[src/rtl/sag_pkg.sv]
package sag_pkg;
    // Geometry and register-file defaults
    localparam int DEF_REG_W    = 16;
    localparam int DEF_NUM_REGS = 8;
    localparam int DEF_ADDR_W   = 4;
    localparam int DEF_BLK_W    = 12;
    localparam int DEF_PAGE_W   = 6;
    localparam int DEF_SEC_W    = 2;
    localparam int DEF_DENS_W   = 3;
    localparam int DEF_BUFA_W   = 4;
    localparam int DEF_BUFA_LSB = 8;
    localparam int DEF_MAIN_SH  = 9;
    localparam int DEF_SPARE_SH = 4;

    // Register slots whose position the command engine relies on
    localparam int IDX_SRC_BLOCK = 0;
    localparam int IDX_DST_BLOCK = 2;
    localparam int IDX_DST_PAGE  = 3;
    localparam int IDX_SRC_PAGE  = 7;
    localparam int IDX_BUFCTL    = 8;

    function automatic int blkval_width(input int blk_w, input int page_w, input int dens_w);
        int ext;
        ext = page_w + (1 << dens_w);
        return (blk_w > ext) ? blk_w : ext;
    endfunction
endpackage

[src/rtl/sag_regfile.sv]
module sag_regfile
    import sag_pkg::*;
#(
    parameter int REG_W    = DEF_REG_W,
    parameter int NUM_REGS = DEF_NUM_REGS,
    parameter int ADDR_W   = DEF_ADDR_W,
    parameter int BUFA_W   = DEF_BUFA_W,
    parameter int BUFA_LSB = DEF_BUFA_LSB,
    parameter int CNTF_W   = DEF_SEC_W
) (
    input  logic                             clk,
    input  logic                             rst_n,
    input  logic                             wr_en,
    input  logic [ADDR_W-1:0]                wr_addr,
    input  logic [REG_W-1:0]                 wr_data,
    input  logic [ADDR_W-1:0]                rd_addr,
    output logic [REG_W-1:0]                 rd_data,
    output logic [NUM_REGS-1:0][REG_W-1:0]   start_regs,
    output logic [BUFA_W-1:0]                bufa,
    output logic [CNTF_W:0]                  cnt
);
    localparam int CNT_W = CNTF_W + 1;
    localparam int IDX_W = $clog2(NUM_REGS);
    localparam logic [ADDR_W-1:0] REGS_A   = ADDR_W'(NUM_REGS);
    localparam logic [ADDR_W-1:0] BUFCTL_A = ADDR_W'(IDX_BUFCTL);
    localparam logic [CNT_W-1:0]  CNT_MAX  = CNT_W'(1 << CNTF_W);

    typedef struct packed {
        logic [NUM_REGS-1:0][REG_W-1:0] start;
        logic [BUFA_W-1:0]              bufa;
        logic [CNT_W-1:0]               cnt;
    } rf_state_t;

    localparam rf_state_t ST_RST = '{start: '0, bufa: '0, cnt: CNT_W'(1)};

    rf_state_t st_d, st_q;
    logic [CNT_W-1:0] cnt_less;
    logic             unused_cnt;

    always_comb begin
        st_d = st_q;
        if (wr_en) begin
            if (wr_addr < REGS_A) begin
                st_d.start[wr_addr[IDX_W-1:0]] = wr_data;
            end else if (wr_addr == BUFCTL_A) begin
                st_d.bufa = wr_data[BUFA_LSB +: BUFA_W];
                st_d.cnt  = (wr_data[CNTF_W-1:0] == '0) ? CNT_MAX
                                                        : CNT_W'(wr_data[CNTF_W-1:0]);
            end
        end
    end

    always_ff @(posedge clk) begin
        if (!rst_n) begin
            st_q <= ST_RST;
        end else begin
            st_q <= st_d;
        end
    end

    // Read-back of the buffer control keeps only the top bit of (count - 1)
    assign cnt_less   = st_q.cnt - CNT_W'(1);
    assign unused_cnt = ^{cnt_less[CNT_W-1], cnt_less[CNTF_W-2:0]};

    always_comb begin
        rd_data = '0;
        if (rd_addr < REGS_A) begin
            rd_data = st_q.start[rd_addr[IDX_W-1:0]];
        end else if (rd_addr == BUFCTL_A) begin
            rd_data[BUFA_LSB +: BUFA_W] = st_q.bufa;
            rd_data[CNTF_W-1]           = cnt_less[CNTF_W-1];
        end
    end

    assign start_regs = st_q.start;
    assign bufa       = st_q.bufa;
    assign cnt        = st_q.cnt;
endmodule

[src/rtl/sag_density.sv]
module sag_density
    import sag_pkg::*;
#(
    parameter int REG_W  = DEF_REG_W,
    parameter int PAGE_W = DEF_PAGE_W,
    parameter int DENS_W = DEF_DENS_W,
    parameter int BV_W   = blkval_width(DEF_BLK_W, DEF_PAGE_W, DEF_DENS_W)
) (
    input  logic [REG_W-1:0] dev_id,
    output logic [BV_W-1:0]  dmask
);
    logic [31:0] shamt;
    logic        unused_id;

    // Extension flag in bit 3, size selector just above it
    assign shamt     = 32'(PAGE_W) + 32'(dev_id[4 +: DENS_W]);
    assign dmask     = dev_id[3] ? (BV_W'(1) << shamt) : '0;
    assign unused_id = ^{dev_id[REG_W-1:4+DENS_W], dev_id[2:0]};
endmodule

[src/rtl/sag_sector_calc.sv]
module sag_sector_calc
    import sag_pkg::*;
#(
    parameter int REG_W  = DEF_REG_W,
    parameter int BLK_W  = DEF_BLK_W,
    parameter int PAGE_W = DEF_PAGE_W,
    parameter int SEC_W  = DEF_SEC_W,
    parameter int BV_W   = blkval_width(DEF_BLK_W, DEF_PAGE_W, DEF_DENS_W),
    parameter int SECT_W = BV_W + PAGE_W + SEC_W
) (
    input  logic [REG_W-1:0]  blk_reg,
    input  logic [REG_W-1:0]  pg_reg,
    input  logic [BV_W-1:0]   dmask,
    output logic [BV_W-1:0]   blkval,
    output logic [SECT_W-1:0] sector
);
    logic [PAGE_W-1:0] page_f;
    logic [SEC_W-1:0]  sec_f;
    logic              unused_bits;

    assign blkval = BV_W'(blk_reg[BLK_W-1:0]) | (blk_reg[REG_W-1] ? dmask : '0);
    assign page_f = pg_reg[SEC_W +: PAGE_W];
    assign sec_f  = pg_reg[SEC_W-1:0];
    // Fields are disjoint, so the scaled sum is a plain concatenation
    assign sector = {blkval, page_f, sec_f};

    assign unused_bits = ^{blk_reg[REG_W-2:BLK_W], pg_reg[REG_W-1:SEC_W+PAGE_W]};
endmodule

[src/rtl/sag_buf_decode.sv]
module sag_buf_decode
    import sag_pkg::*;
#(
    parameter int BUFA_W   = DEF_BUFA_W,
    parameter int MAIN_SH  = DEF_MAIN_SH,
    parameter int SPARE_SH = DEF_SPARE_SH,
    parameter int OFFS_W   = BUFA_W - 2
) (
    input  logic [BUFA_W-1:0]          bufa,
    output logic                       is_data,
    output logic                       data_sel,
    output logic [OFFS_W+MAIN_SH-1:0]  main_off,
    output logic [OFFS_W+SPARE_SH-1:0] spare_off
);
    assign is_data   = bufa[BUFA_W-1];
    assign data_sel  = bufa[BUFA_W-2];
    assign main_off  = {bufa[OFFS_W-1:0], {MAIN_SH{1'b0}}};
    assign spare_off = {bufa[OFFS_W-1:0], {SPARE_SH{1'b0}}};
endmodule

[src/rtl/sector_addr_gen.sv]
module sector_addr_gen
    import sag_pkg::*;
#(
    parameter int REG_W    = DEF_REG_W,
    parameter int NUM_REGS = DEF_NUM_REGS,
    parameter int ADDR_W   = DEF_ADDR_W,
    parameter int BLK_W    = DEF_BLK_W,
    parameter int PAGE_W   = DEF_PAGE_W,
    parameter int SEC_W    = DEF_SEC_W,
    parameter int DENS_W   = DEF_DENS_W,
    parameter int BUFA_W   = DEF_BUFA_W,
    parameter int BUFA_LSB = DEF_BUFA_LSB,
    parameter int MAIN_SH  = DEF_MAIN_SH,
    parameter int SPARE_SH = DEF_SPARE_SH,
    parameter int BV_W     = blkval_width(BLK_W, PAGE_W, DENS_W),
    parameter int SECT_W   = BV_W + PAGE_W + SEC_W,
    parameter int OFFS_W   = BUFA_W - 2
) (
    input  logic                       clk,
    input  logic                       rst_n,
    input  logic                       wr_en,
    input  logic [ADDR_W-1:0]          wr_addr,
    input  logic [REG_W-1:0]           wr_data,
    input  logic [ADDR_W-1:0]          rd_addr,
    output logic [REG_W-1:0]           rd_data,
    input  logic [REG_W-1:0]           dev_id,
    output logic [SECT_W-1:0]          src_sector,
    output logic [SECT_W-1:0]          dst_sector,
    output logic [SECT_W-1:0]          erase_sector,
    output logic [SEC_W:0]             sec_count,
    output logic [BUFA_W-1:0]          buf_addr,
    output logic                       buf_is_data,
    output logic                       buf_data_sel,
    output logic [OFFS_W+MAIN_SH-1:0]  main_offset,
    output logic [OFFS_W+SPARE_SH-1:0] spare_offset
);
    localparam int NUM_PAIRS = 2;

    logic [NUM_REGS-1:0][REG_W-1:0]  start_regs;
    logic [BV_W-1:0]                 dmask;
    logic [NUM_PAIRS-1:0][BV_W-1:0]  bval;
    logic [NUM_PAIRS-1:0][SECT_W-1:0] sect;

    sag_regfile #(
        .REG_W   (REG_W),
        .NUM_REGS(NUM_REGS),
        .ADDR_W  (ADDR_W),
        .BUFA_W  (BUFA_W),
        .BUFA_LSB(BUFA_LSB),
        .CNTF_W  (SEC_W)
    ) u_regs (
        .clk       (clk),
        .rst_n     (rst_n),
        .wr_en     (wr_en),
        .wr_addr   (wr_addr),
        .wr_data   (wr_data),
        .rd_addr   (rd_addr),
        .rd_data   (rd_data),
        .start_regs(start_regs),
        .bufa      (buf_addr),
        .cnt       (sec_count)
    );

    sag_density #(
        .REG_W (REG_W),
        .PAGE_W(PAGE_W),
        .DENS_W(DENS_W),
        .BV_W  (BV_W)
    ) u_dens (
        .dev_id(dev_id),
        .dmask (dmask)
    );

    // Pair 0: source block/page; pair 1: destination block/page
    for (genvar p = 0; p < NUM_PAIRS; p++) begin : g_pair
        localparam int BI = (p == 0) ? IDX_SRC_BLOCK : IDX_DST_BLOCK;
        localparam int PI = (p == 0) ? IDX_SRC_PAGE  : IDX_DST_PAGE;
        sag_sector_calc #(
            .REG_W (REG_W),
            .BLK_W (BLK_W),
            .PAGE_W(PAGE_W),
            .SEC_W (SEC_W),
            .BV_W  (BV_W),
            .SECT_W(SECT_W)
        ) u_calc (
            .blk_reg(start_regs[BI]),
            .pg_reg (start_regs[PI]),
            .dmask  (dmask),
            .blkval (bval[p]),
            .sector (sect[p])
        );
    end

    assign src_sector   = sect[0];
    assign dst_sector   = sect[1];
    assign erase_sector = {bval[0], {(PAGE_W + SEC_W){1'b0}}};

    sag_buf_decode #(
        .BUFA_W  (BUFA_W),
        .MAIN_SH (MAIN_SH),
        .SPARE_SH(SPARE_SH),
        .OFFS_W  (OFFS_W)
    ) u_bufdec (
        .bufa     (buf_addr),
        .is_data  (buf_is_data),
        .data_sel (buf_data_sel),
        .main_off (main_offset),
        .spare_off(spare_offset)
    );
endmodule

[config.mk]
export PLATFORM = sky130hd
export DESIGN_NAME = sector_addr_gen
export DESIGN_NICKNAME = d
export VERILOG_FILES = /design/src/rtl/sag_pkg.sv /design/src/rtl/sag_regfile.sv /design/src/rtl/sag_density.sv /design/src/rtl/sag_sector_calc.sv /design/src/rtl/sag_buf_decode.sv /design/src/rtl/sector_addr_gen.sv
export SDC_FILE = /design/constraint.sdc
export NUM_CORES = 1
export LEC_CHECK = 0
export BUFFER_PORTS_ARGS = -buffer_cell sky130_fd_sc_hd__buf_4
export CELL_PAD_IN_SITES_DETAIL_PLACEMENT = 0
export CELL_PAD_IN_SITES_GLOBAL_PLACEMENT = 1
export CORE_ASPECT_RATIO = 1.5
export CORE_UTILIZATION = 25
export CTS_CLUSTER_SIZE = 16
export DETAILED_ROUTE_END_ITERATION = 12
export PLACE_DENSITY_LB_ADDON = 0.1
export SLEW_MARGIN = 20
export SYNTH_ARGS = -nofsm -noshare
export SYNTH_HDL_FRONTEND = slang
export SYNTH_HIERARCHICAL = 1
export SYNTH_SLANG_ARGS = --single-unit
[constraint.sdc]
create_clock -name clk -period 1.2 [get_ports clk]
set_clock_uncertainty 0.05 [all_clocks]
set_input_delay 0.06 -clock clk [delete_from_list [all_inputs] [get_ports clk]]
set_output_delay 0.06 -clock clk [all_outputs]
set_load 0.05 [all_outputs]
==> summary.md <==
| Metric | Value |
|---|---|
| Outcome | finished with violations |
| Failing checks | setup timing |
| Die X | 142 µm |
| Mapped Area | 7320 µm² |
| WS Path Type | reg2out |
| CTS tree | yes |
| Fin. max-slew vios | 0 |
| Crit Path Max Fanout | 2 |
| Async SR Flop Fraction | 0% |
| Hpwl dp | 17000 µm |
| CTS clock-pin slew for the worst setup and hold paths | 0.06 ns |
| Setup TNS Final | -18.53 ns |
| Via count | 5644 |
| Final setup fails | 58 |
| Setup crit end kind | primary output |
| Skew-Pair Late Insertion Delay | 0.42 ns |
| Largest cells by area after synthesis | dfxtp_1 37%, mux2i_1 13%, buf_4 8.0%, mux4_2 7.4%, nand2_1 6.3% |
| Antenna Cells | 0 |
| HP Start | wr_addr[1] |
| Fmax | 0.559 GHz |
| Flops & latches, synth | 135 |
| Avg Inst Size Synth | 9.50 µm² |
| Largest net degree at the start of global routing | 49 |
| Gr ovfl total | 0 |
| Hold WC Path Type | in2reg |
| Max-Cap Viols | 0 |
| Vias/cell | 4.32 |
| Total chip power | 11.1 mW |
| Critical Path RT | 1.09 ns |
| Post-DRT Antenna Nets | 0 |
| Initial Util | 25.5% |
| Seq/Total Area, Yosys | 36.9% |
| Clock root buffer | clkbuf_16 |
| LEAKAGE | 4.27 nW |
| Final min period | 1.79 ns |
| Num CTS Buffers | 17 |
| Routed WL | 23800 µm |
| Synth Instances | 770 |
| Final WS setup | -0.589 ns |
| Fin cells | 1305 |
| Placed Instances | 1252 |
| 1st-iter DRT viols | 211 |
| Top cell type's share of synthesized area | 36.9% |
| Area Overhead vs Synth | 44.6% |
| Die H | 212 µm |
| Util after Layout | 36.8% |
| Yosys warnings | 6 |
| Setup crit start | u_regs/start_regs[39] |
| Worst Path Arrival | 1.68 ns |
| Nets@finish | 947 |
| Layout cells sized above 1 | 43.0% |
| Area leader, netlist | dfxtp_1 |
| CP startpoint kind | flip-flop |
| Global-route wire length before repair | 36200 µm |
| I/O pin total | 151 |
| Hold path cells | 5 |
| PortBufs | 117 |
| Final hold viol count | 0 |
| Clock buffer depth | 2 |
| Number of distinct library cells after synthesis | 42 |
| Placer Congestion | 0.762 |
| Number of global-route vias before repair | 5818 |
| GRT Total Usage | 16.5% |
| Area of the core | 28700 µm² |
| TritonRoute pass-1 iters | 4 |
| WL/cell | 18.2 µm |
| Unrepaired setup endpoints after global routing | true |
| Remaining DRCs | 0 |
| Row count | 76 |
| Worst r2r path cells | 4 |
| Pwr/cell area | 1050 nW/µm² |
| Ys flop type | dfxtp_1 |
| H-tree Lvls | 4 |
| Post-synth EDFFs | 0 |
| Peak VDD IR | 0.947 mV |
| DP Worst Slack | -0.371 ns |
| Ratio of final minimum period to clock period | 149% |
| Reg-to-Reg Start | u_regs/start_regs[15] |
| Clock sinks | 135 |
| Initial antenna violation count | 0 |
| Full die area | 30000 µm² |
critical path: stages (launching register included):
cell and delay, ns:
dfxtp_2 0.33, mux4_2 0.50, mux2i_4 0.23, nor2_4 0.05, buf_6 0.15
routing by layer:
| metal | global-route usage (%) | part of all wire, % | vias up |
|---|---|---|---|
| met1 | 20.7 | 45 | 2713 |
| li1 | - | - | 2771 |
| met4 | 6.15 | 2.2 | 0 |
| met3 | 2.53 | 3.1 | 27 |
| met5 | 0 | 0 | - |
| met2 | 28.2 | 49 | 133 |
cells in the final DEF, fill, tap and decap left out, drive strengths merged, types with 2 or more instances in the layout:
cell type	netlist	final
buf	111	215
dfxtp	135	135
nand2	122	122
mux2i	95	95
nor2b	71	71
a21boi	63	63
nor2	29	29
mux4	24	24
clkbuf	27	24
a21o	24	24
conb	2	21
dlygate4sd3	0	17
o21ai	17	17
o22ai	8	8
clkinv	0	6
nand2b	6	6
and2	5	5
nand3b	5	5
nor3	4	4
nor3b	4	4
mux2	4	4
ha	2	2
o31ai	2	2
inv	2	2
nand3	2	2
where the power goes:
group | internal [mW] | switching [mW] | total (mW) | leakage, nW
clock network | 3.05 | 1.97 | 5.03 | 0.280
logic | 0.603 | 0.873 | 1.48 | 2.89
registers | 4.54 | 0.0359 | 4.58 | 1.11
kinds of logic after synthesis:
kind of cell | after synthesis | share of synthesized area, %
flip-flops | 135 | 36.9
other | 2 | 0.103
AND/OR/NAND/NOR | 253 | 17.5
multiplexers | 123 | 21.0
AO/OA/AOI/OAI | 114 | 11.0
adder cells (fa/ha/maj) | 2 | 0.342
XOR/XNOR | 1 | 0.120
buffers and inverters | 140 | 12.9
path summary, 6_finish.rpt:
check / to / slack [ns]
setup / recovery: rd_data[7] / -0.59
hold / removal: u_regs/cnt[2] / 0.15
setup reg to reg: u_regs/start_regs[15] / 0.29
hold reg to reg: u_regs/start_regs[110] / 0.40
repair_timing:
item	CTS	global route
setup buffers	3	3
hold buffers	17	0
gates resized for setup	152	50
pin swaps	16	28
endpoints found under the setup margin	76	66
endpoints found under the hold margin	134	0
gates cloned	1	0
synth_stat cells (2+ instances only):
master,number
conb_1,2
dfxtp_1,135
and2_2,4
nor3b_2,2
buf_6,9
a21boi_1,22
nand2_1,122
o21ai_0,17
a21o_2,4
buf_1,2
a21boi_0,41
mux4_2,24
buf_2,20
mux2i_1,95
nor2_1,27
ha_1,2
clkbuf_1,26
a21o_1,20
o22ai_1,8
o31ai_1,2
nor3_1,3
buf_12,2
buf_4,78
inv_1,2
mux2_2,4
nand2b_1,6
nor2_2,2
nand3b_1,4
nand3_1,2
nor2b_1,71
state kept, by name, summed over array words and instances (netlist names):
signal,flops
u_regs/bufa,4
u_regs/cnt,3
u_regs/start_regs,128
metrics by stage:
stage                     hold WS [ns]  area, µm²
after global placement           0.308       9080
after global routing             0.167      10600
final                            0.155      10600
after CTS                        0.134      10400
after detailed placement         0.319       9080
after floorplan                  0.296       7870
cell type report:
| type | count | area (µm²) |
|---|---|---|
| fill | 2920 | 18100 |
| multi-input combinational | 514 | 4310 |
| clock buffer | 24 | 492 |
| inverter | 2 | 22.5 |
| tap | 390 | 488 |
| timing repair buffer | 232 | 2450 |
| clock inverter | 8 | 71.3 |
| sequential | 135 | 2750 |
Power figures use the tool's default switching activity.
